`config.mk`:
```
export PLATFORM = sky130hd
export DESIGN_NAME = wdt_multres_top
export DESIGN_NICKNAME = d
export VERILOG_FILES = /design/src/rtl/wdt_pkg.sv /design/src/rtl/wdt_cfg_reg.sv /design/src/rtl/wdt_prescaler.sv /design/src/rtl/wdt_countdown.sv /design/src/rtl/wdt_multres_top.sv
export SDC_FILE = /design/constraint.sdc
export NUM_CORES = 1
export LEC_CHECK = 0
export ABC_AREA = 1
export CORE_MARGIN = 2
export CORE_UTILIZATION = 38
export CTS_CLUSTER_DIAMETER = 60
export DETAILED_ROUTE_END_ITERATION = 7
export PLACE_DENSITY = 0.7
export SLEW_MARGIN = 5
export SYNTH_ARGS = -nofsm -noshare
export SYNTH_HDL_FRONTEND = slang
export SYNTH_SLANG_ARGS = --single-unit
```
`constraint.sdc`:
```
create_clock -name clk -period 1.1 [get_ports clk]
set_input_delay 0.22 -clock clk [delete_from_list [all_inputs] [get_ports clk]]
set_output_delay 0.22 -clock clk [all_outputs]
set_load 0.02 [all_outputs]
```
`src/rtl/wdt_pkg.sv`:
```
package wdt_pkg;

  localparam int unsigned WDT_MULT_W    = 5;
  localparam int unsigned WDT_RES_W     = 2;
  localparam int unsigned WDT_RES_SHIFT = 2;
  localparam int unsigned WDT_REG_W     = 8;

  // Prescaler width that spans the coarsest resolution.
  function automatic int unsigned pre_width(input int unsigned res_w,
                                            input int unsigned shift);
    int unsigned w;
    w = shift * ((1 << res_w) - 1);
    if (w == 0) w = 1;
    return w;
  endfunction

endpackage

```
`src/rtl/wdt_cfg_reg.sv`:
```
module wdt_cfg_reg #(
  parameter int unsigned REG_W  = 8,
  parameter int unsigned MULT_W = 5,
  parameter int unsigned RES_W  = 2
) (
  input  logic              clk,
  input  logic              rst_n,
  input  logic              wr_i,
  input  logic [REG_W-1:0]  data_i,
  output logic [MULT_W-1:0] wr_mult_o,
  output logic [MULT_W-1:0] mult_o,
  output logic [RES_W-1:0]  res_o
);

  localparam int unsigned MULT_LSB = RES_W;
  localparam int unsigned MULT_MSB = RES_W + MULT_W - 1;

  logic [MULT_W-1:0] mult_q;
  logic [RES_W-1:0]  res_q;

  // The bits above MULT_MSB are never decoded.
  assign wr_mult_o = data_i[MULT_MSB:MULT_LSB];

  always_ff @(posedge clk) begin
    if (!rst_n) begin
      mult_q <= '0;
      res_q  <= '0;
    end else if (wr_i) begin
      mult_q <= data_i[MULT_MSB:MULT_LSB];
      res_q  <= data_i[RES_W-1:0];
    end
  end

  assign mult_o = mult_q;
  assign res_o  = res_q;


  cfg_hold_chk: assert property (@(posedge clk) disable iff (!rst_n)
    !wr_i |=> ($stable(mult_q) && $stable(res_q)));

endmodule

```
`src/rtl/wdt_prescaler.sv`:
```
module wdt_prescaler
  import wdt_pkg::*;
#(
  parameter int unsigned RES_W     = 2,
  parameter int unsigned RES_SHIFT = 2
) (
  input  logic             clk,
  input  logic             rst_n,
  input  logic             tick_i,
  input  logic [RES_W-1:0] res_i,
  output logic             step_o
);

  localparam int unsigned NUM_RES = 1 << RES_W;
  localparam int unsigned PRE_W   = pre_width(RES_W, RES_SHIFT);

  logic [PRE_W-1:0]   pre_cnt;
  logic [NUM_RES-1:0] wrap;

  always_ff @(posedge clk) begin
    if (!rst_n)
      pre_cnt <= '0;
    else if (tick_i)
      pre_cnt <= pre_cnt + 1'b1;
  end

  // One wrap flag per resolution. Code r completes a step when its
  // low r*RES_SHIFT prescaler bits are all ones.
  for (genvar r = 0; r < NUM_RES; r++) begin : g_wrap
    if (r == 0) begin : g_fine
      assign wrap[r] = 1'b1;
    end else begin : g_coarse
      assign wrap[r] = &pre_cnt[r*RES_SHIFT-1:0];
    end
  end

  assign step_o = tick_i & wrap[res_i];


  step_on_tick_chk: assert property (@(posedge clk) disable iff (!rst_n)
    step_o |-> tick_i);


  pre_free_run_chk: assert property (@(posedge clk) disable iff (!rst_n)
    tick_i |=> (pre_cnt == $past(pre_cnt) + 1'b1));


  pre_idle_chk: assert property (@(posedge clk) disable iff (!rst_n)
    !tick_i |=> $stable(pre_cnt));

endmodule

```
`src/rtl/wdt_countdown.sv`:
```
module wdt_countdown #(
  parameter int unsigned MULT_W = 5
) (
  input  logic              clk,
  input  logic              rst_n,
  input  logic              load_i,
  input  logic [MULT_W-1:0] load_val_i,
  input  logic              step_i,
  output logic              expire_o
);

  localparam logic [MULT_W-1:0] LAST = MULT_W'(1);

  logic [MULT_W-1:0] remain;
  logic              armed;
  logic              expire_q;

  always_ff @(posedge clk) begin
    if (!rst_n) begin
      remain   <= '0;
      armed    <= 1'b0;
      expire_q <= 1'b0;
    end else begin
      expire_q <= 1'b0;
      if (load_i) begin
        remain <= load_val_i;
        armed  <= |load_val_i;
      end else if (armed && step_i) begin
        if (remain == LAST) begin
          remain   <= '0;
          armed    <= 1'b0;
          expire_q <= 1'b1;
        end else begin
          remain <= remain - 1'b1;
        end
      end
    end
  end

  assign expire_o = expire_q;


  one_cycle_pulse_chk: assert property (@(posedge clk) disable iff (!rst_n)
    expire_q |=> !expire_q);


  idle_after_expire_chk: assert property (@(posedge clk) disable iff (!rst_n)
    (expire_q && !load_i) |-> !armed);


  zero_disarms_chk: assert property (@(posedge clk) disable iff (!rst_n)
    (load_i && load_val_i == '0) |=> (!armed && !expire_q));


  load_value_chk: assert property (@(posedge clk) disable iff (!rst_n)
    load_i |=> (remain == $past(load_val_i) && !expire_q));


  armed_nonzero_chk: assert property (@(posedge clk) disable iff (!rst_n)
    armed |-> (remain != '0));


  no_rise_chk: assert property (@(posedge clk) disable iff (!rst_n)
    !load_i |=> (remain <= $past(remain)));

endmodule

```
`src/rtl/wdt_multres_top.sv`:
```
module wdt_multres_top
  import wdt_pkg::*;
#(
  parameter int unsigned REG_W     = WDT_REG_W,
  parameter int unsigned MULT_W    = WDT_MULT_W,
  parameter int unsigned RES_W     = WDT_RES_W,
  parameter int unsigned RES_SHIFT = WDT_RES_SHIFT
) (
  input  logic             clk,
  input  logic             rst_n,
  input  logic             tick_i,
  input  logic             cfg_wr_i,
  input  logic [REG_W-1:0] cfg_data_i,
  input  logic             kick_i,
  output logic             expire_o
);

  logic [MULT_W-1:0] wr_mult;
  logic [MULT_W-1:0] mult_q;
  logic [RES_W-1:0]  res_q;
  logic              step;
  logic              load;
  logic [MULT_W-1:0] load_val;

  wdt_cfg_reg #(
    .REG_W  (REG_W),
    .MULT_W (MULT_W),
    .RES_W  (RES_W)
  ) cfg_i (
    .clk       (clk),
    .rst_n     (rst_n),
    .wr_i      (cfg_wr_i),
    .data_i    (cfg_data_i),
    .wr_mult_o (wr_mult),
    .mult_o    (mult_q),
    .res_o     (res_q)
  );

  wdt_prescaler #(
    .RES_W     (RES_W),
    .RES_SHIFT (RES_SHIFT)
  ) pre_i (
    .clk    (clk),
    .rst_n  (rst_n),
    .tick_i (tick_i),
    .res_i  (res_q),
    .step_o (step)
  );

  // A write outranks a plain reload and supplies its own multiplier.
  assign load     = cfg_wr_i | kick_i;
  assign load_val = cfg_wr_i ? wr_mult : mult_q;

  wdt_countdown #(
    .MULT_W (MULT_W)
  ) cnt_i (
    .clk        (clk),
    .rst_n      (rst_n),
    .load_i     (load),
    .load_val_i (load_val),
    .step_i     (step),
    .expire_o   (expire_o)
  );


  reload_blocks_expire_chk: assert property (@(posedge clk) disable iff (!rst_n)
    (cfg_wr_i || kick_i) |=> !expire_o);


  kick_uses_stored_chk: assert property (@(posedge clk) disable iff (!rst_n)
    (kick_i && !cfg_wr_i && mult_q == '0) |=> !expire_o);

endmodule

```
==> Word level (Yosys, flattened, before mapping) <==
Index checks and enable logic that the tools add are counted.
{ "word_totals": {"output_inout_bits": 1, "wordCells": 33, "reg_bits": 20} }
{ "classes": {"n_eq_ne": 1, "n_bitwise": 4, "muxes": 10, "reduce_logical": 9, "order_cmp": 1, "addsub": 2} }
{ "ops": {"columns": ["cell", "n"], "rows": [
  ["5-bit 2-to-1 mux", 4],
  ["6-bit by 1-bit adder with 6-bit output (second input constant)", 1],
  ["6-bit AND reduction", 1],
  ["5-bit by 1-bit equality test with 1-bit output (second input constant)", 1],
  ["1-bit 2-to-1 mux", 5],
  ["5-bit OR reduction", 1],
  ["5-bit by 1-bit subtractor with 5-bit output (second input constant)", 1],
  ["2-bit AND reduction", 2],
  ["4-bit AND reduction", 1],
  ["2-bit nonzero test", 2],
  ["2-bit by 3-bit < comparator with 1-bit output (second input constant)", 1],
  ["3-bit OR reduction", 1],
  ["1-bit binary-select mux with 2-bit select", 1],
  ["1-bit inverter", 2],
  ["1-bit bitwise AND", 1],
  ["1-bit logical AND", 1],
  ["1-bit OR", 1]
]} }

==> Logic depth before layout (Yosys ltp) <==
Gate-level depths: netlist of the first run.
{ "depth": {"word_depth": 7, "mapped_depth": 9, "mapped_depth_nobuf": 9} }

==> Modules after synthesis <==
A second synthesis of the first run with hierarchy kept.
{ "unflattened": {"hier_cells": 169, "hier_area_um2": 1137.3} }
{ "by_module_without_submodules": {"columns": ["mod", "cells_each", "seq_area_each_um2", "n_inst", "area_each_um2"], "rows": [
  ["wdt_countdown", 64, 140.1, 1, 452.9],
  ["wdt_cfg_reg", 48, 140.1, 1, 320.3],
  ["wdt_prescaler", 40, 120.1, 1, 297.8],
  ["wdt_multres_top", 17, 0.0, 1, 66.3]
]} }

==> Worst setup path before layout of the first run <==
Ideal clock, no wire load.
{ "synth_path": {"kind": "reg-to-reg", "startpoint": "register pre_i.pre_cnt[0]", "endpoint": "register cnt_i.remain[3]", "arrival_ps": 1041, "setup_ps": 135, "required_time_ps": 965, "period_less_slack_ps": 1177, "path_stages_with_launch": 8, "path_slack_ps": -77, "cell_sequence": "dfxtp_1 > ha_1 > o21bai_1 > nand2_2 > nand2_2 > nand2_2 > nand2_1 > a21oi_1"} }
{ "synth_between": {"elab_chain_len": 6} }
{ "synth_rtl": {"columns": ["element", "line", "rtl"], "rows": [
  ["start, declared", "wdt_prescaler.sv:17", "logic [PRE_W-1:0] pre_cnt;"],
  ["start signal, assigned", "wdt_prescaler.sv:24", "pre_cnt <= pre_cnt + 1'b1;"],
  ["6-bit AND reduction (tied with other cells)", "wdt_prescaler.sv:33", "assign wrap[r] = &pre_cnt[r*RES_SHIFT-1:0];"],
  ["1-bit binary-select mux with 2-bit select (*)", "wdt_prescaler.sv:37", "assign step_o = tick_i & wrap[res_i];"],
  ["1-bit 2-to-1 mux (implied by the code) (*)", "wdt_prescaler.sv:37", null],
  ["1-bit bitwise AND (*)", "wdt_prescaler.sv:37", null],
  ["1-bit logical AND (*)", "wdt_countdown.sv:28", "end else if (armed && step_i) begin"],
  ["2-bit nonzero test (no source line) (*)", null, null],
  ["end signal, assigned", "wdt_countdown.sv:26", "remain <= load_val_i;"],
  ["end signal, assigned", "wdt_countdown.sv:34", "remain <= remain - 1'b1;"],
  ["end, declared", "wdt_countdown.sv:14", "logic [MULT_W-1:0] remain;"]
]} }
Every way passes the cells marked *; elsewhere a longest branch is shown, timed or not. The select of a mux whose other input is x is not followed.
A chain may end at the register's enable or synchronous reset.

==> Worst setup path in the final report of the first run <==
{ "layout_path": {"startpoint": "register pre_i.pre_cnt[0]", "endpoint": "register cnt_i.remain[0]"} }
The elaborated chain is that of the path after synthesis.

==> results of run 1 <==
-- power breakdown --
group	switching [uW]	internal, uW
Sequential	37.7	771
Clock	235	202
Combinational	202	197
-- path summary, 6_finish.rpt --
path | slack (ns) | start | cells past startpoint | to
worst min register to register | 0.48 | cnt_i.armed | 2 | cnt_i.armed
worst max register to register | -0.13 | pre_i.pre_cnt[0] | 9 | cnt_i.remain[0]
worst min-delay path | 0.48 | cnt_i.armed | 2 | cnt_i.armed
worst max-delay path | -0.13 | pre_i.pre_cnt[0] | 9 | cnt_i.remain[0]
-- cell families (layout without fill, tap and decap cells) --
family	Yosys count	after routing	share of synthesized area, %
AOI/OAI and AO/OA	26	26	15.8
DFF	20	20	39.1
buffers and inverters	23	58	8.79
xor gates and xnor gates	2	2	1.71
and+or+nand+nor	74	74	31.0
adders and majority gates	3	3	3.66
-- metal layers --
layer	part of all wire [%]	global-route usage, %
met1	47	17.2
met3	4.3	3.72
met2	47	26.7
met5	0	0
met4	2.3	7.14
-- area by class of cell --
type,instances,share of cell area [%]
clock buffer,4,2.47
tap,30,2.55
timing repair buffer,33,18.7
sequential,20,27.7
inverter,21,5.36
multi-input combinational,105,43.2
-- flip-flops by register name, indices dropped and copies added (netlist names) --
| name | count |
|---|---|
| cfg_i.mult_o | 5 |
| cfg_i.res_o | 2 |
| cnt_i.armed | 1 |
| cnt_i.expire_o | 1 |
| cnt_i.remain | 5 |
| pre_i.pre_cnt | 6 |
-- tightest hold or removal path, cell delays in order (launching register included) --
cell	delay [ns]
dfxtp_1	0.33
nand3_1	0.07
nand2_1	0.04
-- synth_stat cells, drive strengths merged --
cell type  instances  area (sq um)
nand2             39           164
inv               21          78.8
dfxtp             20           400
nor2              20          75.1
o21ai             11          58.8
nand3             10          50.1
a21oi              9          56.3
o211ai             4          30.0
ha                 3          37.5
nand4              2          12.5
nor3               2          10.0
xor2               2          17.5
buf                1          7.51
clkbuf             1          3.75
o21a               1          8.76
o21bai             1          7.51
or2                1          6.26
-- per-stage QoR --
step | hold WS [ns] | utilization [%] | setup WS [ns]
floorplan | 0.302 | - | 0.000560
global placement | 0.458 | 53.4 | -0.406
detailed placement | 0.465 | 53.4 | -0.489
CTS | 0.483 | 55.1 | -0.109
global route | 0.508 | 58.3 | -0.200
finish | 0.482 | 58.3 | -0.133
-- timing repair --
item / 4_1_cts / 5_1_grt
setup endpoints to repair: 11 / 9
resized for setup: 9 / 16
hold endpoints to repair: 0 / 0
hold buffers: 0 / 0
pin swaps: 3 / 13
setup buffers: 0 / 2
==> reports/qor.csv, run 1 <==
stage;metric;value;unit
synthesis;syn_inst;148;
clock_network;cts_buffers;3;
route;drc;0;
layout;post-route-cell-area;1470;sq um
sta;hold_viol_final;0;
route;post_drt_wl_per_cell;10.5;um
route;vias;1048;
pwr;total_power;1650;uW
sta;setup-violations-final;8;
synthesis;syn_area;1020;sq um
synthesis;ys_seq_elements;20;
floorplan;core_area;2520;sq um
synthesis;post_synth.cell_area_avg;6.92;sq um
placed_design;placed_cell_area;1350;sq um
global_routing;grt_pass1_vias;962;
floorplan;rows;18;
layout;n_fill_cell;258;
route;drt_pass1_iterations;4;
run_status;violations;setup timing;
min_path;hold_path_class;flip-flop to flip-flop;
floorplan;die-height;55.9;um
clock_network;cts_tree;done;
sta;max_slew_margin;81.6;%
layout;final_cells;213;
clock_network;path_clk_slew;0.12;ns
placed_design;finalWeightedCongestion;0.876;
setup_path;worstSetupPathType;flip-flop to flip-flop;
layout;drive_gt1_share;33.3;%
route;drtAntennaViolNets;0;
placed_design;hpwl;1700;um
synthesis;seq_area_frac_synth;39.1;%
sta;worst_slack;-0.133;ns
layout;mostFrequentLayoutCells;nand2_1 (31), buf_4 (20), nor2_1 (18);
synthesis;yosysUniqueCellTypes;23;
setup_path;worstPathArrival;1.48;ns
setup_path;endpoint_kind;flip-flop;
pwr;peakVddDrop;0.787;mV
floorplan;ios;14;
sta;fmax;811;MHz
pwr;powerDensity;1120;nW/um^2
clock_network;htreeDepth;1;
run_status;status;complete, but fails checks;
floorplan;start_util;40.6;%
route;vias_per_cell;4.92;
setup_path;slowest_stage;dfxtp_4;
floorplan;die_area;3130;sq um
setup_path;path_cells;ha_4 > inv_2 > nor2_1 > nand2_1 > nand2_2 > nand2_4 > nand2_4 > nand2_1 > a21oi_2;
sta;grt_setup_unrepaired;yes;
sta;tightestPinTransition;0.276;ns
layout;multiInputGateArea;636;sq um
sta;tns;-0.760;ns
clock_network;clock-sinks;20;
synthesis;syn_nets;164;
global_routing;antenna_found_initial;0;
layout;antennaDiodeCount;0;
layout;final-seq-area;408;sq um
layout;syn_to_final_growth;43.6;%
setup_path;cp-start-kind;flip-flop;
clock_network;insertion_delay;0.31;ns
pwr;power.leakage;0.000647;uW
placed_design;port_buffers;12;
placed_design;placed_cells;207;
sta;skew;0.00295;ns
route;first_iter_violations;29;
floorplan;die_x;55.9;um
setup_path;cp_top_family;simple AND/OR/NAND/NOR gates;
setup_path;critPathMaxFanout;6;
flow_run;drv.max_cap_violation_count;0;
setup_path;cp_slowest_stage_delay;0.38;ns
layout;nets;200;
sta;maxSlewViolCount;0;
sta;fin_crit;1.23;ns
clock_network;clockBufferDepth;2;
global_routing;grt_first_pass_wirelength;3850;um
setup_path;worst-path-buf-inv;1;
global_routing;grt_remaining_overflow;0;
global_routing;track_usage;15.2;%
sta;fin_crit_sh;112;%
route;routed_wl;2250;um
synthesis;yosys_warnings;0;
clock_network;cts-root-buf;clkbuf_4;
global_routing;grt_max_degree;12;
setup_path;worstPathRequired;1.35;ns
layout;layout_commonest_cell;nand2_1;
No activity file was read; power rests on OpenSTA's default activity.
==> run 2: changes to the inputs <==
- CORE_UTILIZATION: 38 -> 47
- PLACE_DENSITY: 0.7 -> 0.82
==> run 2 against run 1 <==
Compared with the run above: the flow still finishes with violations (setup timing); die area is 18% lower; via count is 2.7% higher; sequential cell count stayed put; worst hold slack worse by 0.0081 ns; critical path depth is 1 higher; highest routed layer unchanged.
==> reports/qor.csv, run 2 (same netlist as run 1, synthesis figures left out) <==
stage;metric;value;unit
floorplan;rows;16;
pwr;power.leakage;0.000639;uW
layout;mostFrequentLayoutCells;nand2_1 (33), buf_4 (20), nor2_1 (18);
route;vias;1076;
global_routing;grt_pass1_vias;1022;
route;drc;0;
sta;tightestPinTransition;0.286;ns
global_routing;grt_max_degree;12;
run_status;violations;setup timing;
sta;tns;-0.751;ns
run_status;status;complete, but fails checks;
sta;skew;0.000452;ns
global_routing;track_usage;20.3;%
clock_network;cts_buffers;3;
setup_path;worstPathArrival;1.48;ns
floorplan;die-height;50.7;um
pwr;powerDensity;1130;nW/um^2
floorplan;die_area;2570;sq um
min_path;hold_path_class;primary input to flip-flop;
floorplan;ios;14;
clock_network;htreeDepth;1;
global_routing;use_met2;37.7;%
floorplan;start_util;51.2;%
setup_path;worstPathRequired;1.34;ns
layout;n_fill_cell;147;
global_routing;met3_usage;2.98;%
sta;maxSlewViolCount;0;
clock_network;cts-root-buf;clkbuf_4;
layout;layout_commonest_cell;nand2_1;
clock_network;postCtsHoldBufs;0;
layout;drive_gt1_share;31.3;%
floorplan;die_x;50.7;um
global_routing;grt_remaining_overflow;0;
flow_run;drv.max_cap_violation_count;0;
setup_path;critPathMaxFanout;3;
route;post_drt_wl_per_cell;11.9;um
sta;fin_crit;1.24;ns
sta;fmax;804;MHz
layout;nets;199;
placed_design;hpwl;1750;um
setup_path;startpoint;cnt_i.remain[1];
clock_network;clockBufferDepth;2;
layout;antennaDiodeCount;0;
route;routed_wl;2480;um
sta;max_slew_margin;80.8;%
layout;syn_to_final_growth;41.8;%
sta;fin_crit_sh;113;%
clock_network;cts_tree;done;
clock_network;path_clk_slew;0.11;ns
pwr;peakVddDrop;0.848;mV
floorplan;core_area;2000;sq um
global_routing;top_usage_layer;met2;
route;vias_per_cell;5.15;
sta;hold_viol_final;0;
route;first_iter_violations;34;
placed_design;port_buffers;12;
setup_path;r2r_slack;-0.14;ns
setup_path;worstSetupPathType;flip-flop to flip-flop;
placed_design;post-place-ws;-0.477;ns
clock_network;clock-sinks;20;
global_routing;use_met1;24.3;%
setup_path;endpoint_kind;flip-flop;
layout;regMostFlops;pre_i.pre_cnt;
setup_path;reg2reg_from;cnt_i.remain[1];
global_routing;antenna_found_initial;0;
route;drt_pass1_iterations;4;
sta;grt_setup_unrepaired;yes;
clock_network;insertion_delay;0.30;ns
global_routing;grt_first_pass_wirelength;4070;um
sta;setup-violations-final;7;
min_path;hold_start;tick_i;
layout;largest_reg_flops;6;
setup_path;cp-start-kind;flip-flop;
route;drtAntennaViolNets;0;
sta;worst_slack;-0.144;ns
placed_design;finalWeightedCongestion;0.829;
## run 2: changes by cell type in the layout (fill, tap and decap cells not counted), sizes merged
cell / delta
buf: -1
clkdlybuf4s50: -1
dlygate4sd2: +1
## run 2: stage by stage
stage,utilization [%],instance area [sq um],hold WS [ns],cells,power (uW)
6_report,72.6,1450,0.474,209,1650
3_5_place_dp,66.8,1340,0.465,203,1180
3_3_place_gp,66.8,1340,0.457,203,1170
2_1_floorplan,-,1060,0.302,148,1030
4_1_cts,69.8,1400,0.423,208,1610
5_1_grt,72.6,1450,0.475,209,1740
## run 2: worst max-delay path: stages (launching register included)
cell and delay, ns:
dfxtp_2 0.35, inv_2 0.05, buf_4 0.14, ha_4 0.16, nand2_1 0.06, nand2_1 0.05, nand2_1 0.06, nand2_1 0.05
nand2_1 0.06, nand2_1 0.08, a21oi_2 0.12
## run 2: timing repair
| action | in CTS | in global routing |
|---|---|---|
| buffers inserted | 1 | 1 |
| endpoints found under the setup margin | 11 | 9 |
| gates resized for setup | 11 | 11 |
| pin swaps | 8 | 11 |
## run 2: power by group
group / total [uW] / switching (uW) / internal, uW
registers: 811 / 39.1 / 772
logic: 410 / 212 / 198
clock network: 424 / 222 / 202
## run 2: final timing paths
check | cells after the start | endpoint
max | 10 | cnt_i.remain[4]
min | 3 | pre_i.pre_cnt[2]
max reg2reg | 10 | cnt_i.remain[4]
min reg2reg | 2 | cfg_i.res_o[0]
## run 2: layout make-up
cell class	count	area, sq um	area share, %
Inverter	21	78.8	5.43
Clock buffer	4	36.3	2.50
Sequential cell	20	405	27.9
Timing Repair Buffer	32	263	18.1
Tap cell	27	33.8	2.33
Multi-Input combinational cell	105	636	43.8
## run 2: metal layers
metal / wire length (um) / vias to the layer above
met1: 1070 / 490
met5: 0 / -
li1: - / 545
met4: 9 / 0
met2: 1300 / 39
met3: 109 / 2
==> run 3: changes to the inputs <==
- SLEW_MARGIN: 5 -> 20
==> results of run 3 <==
Same layout as run 2: the final DEF is identical, and so are final timing and power.
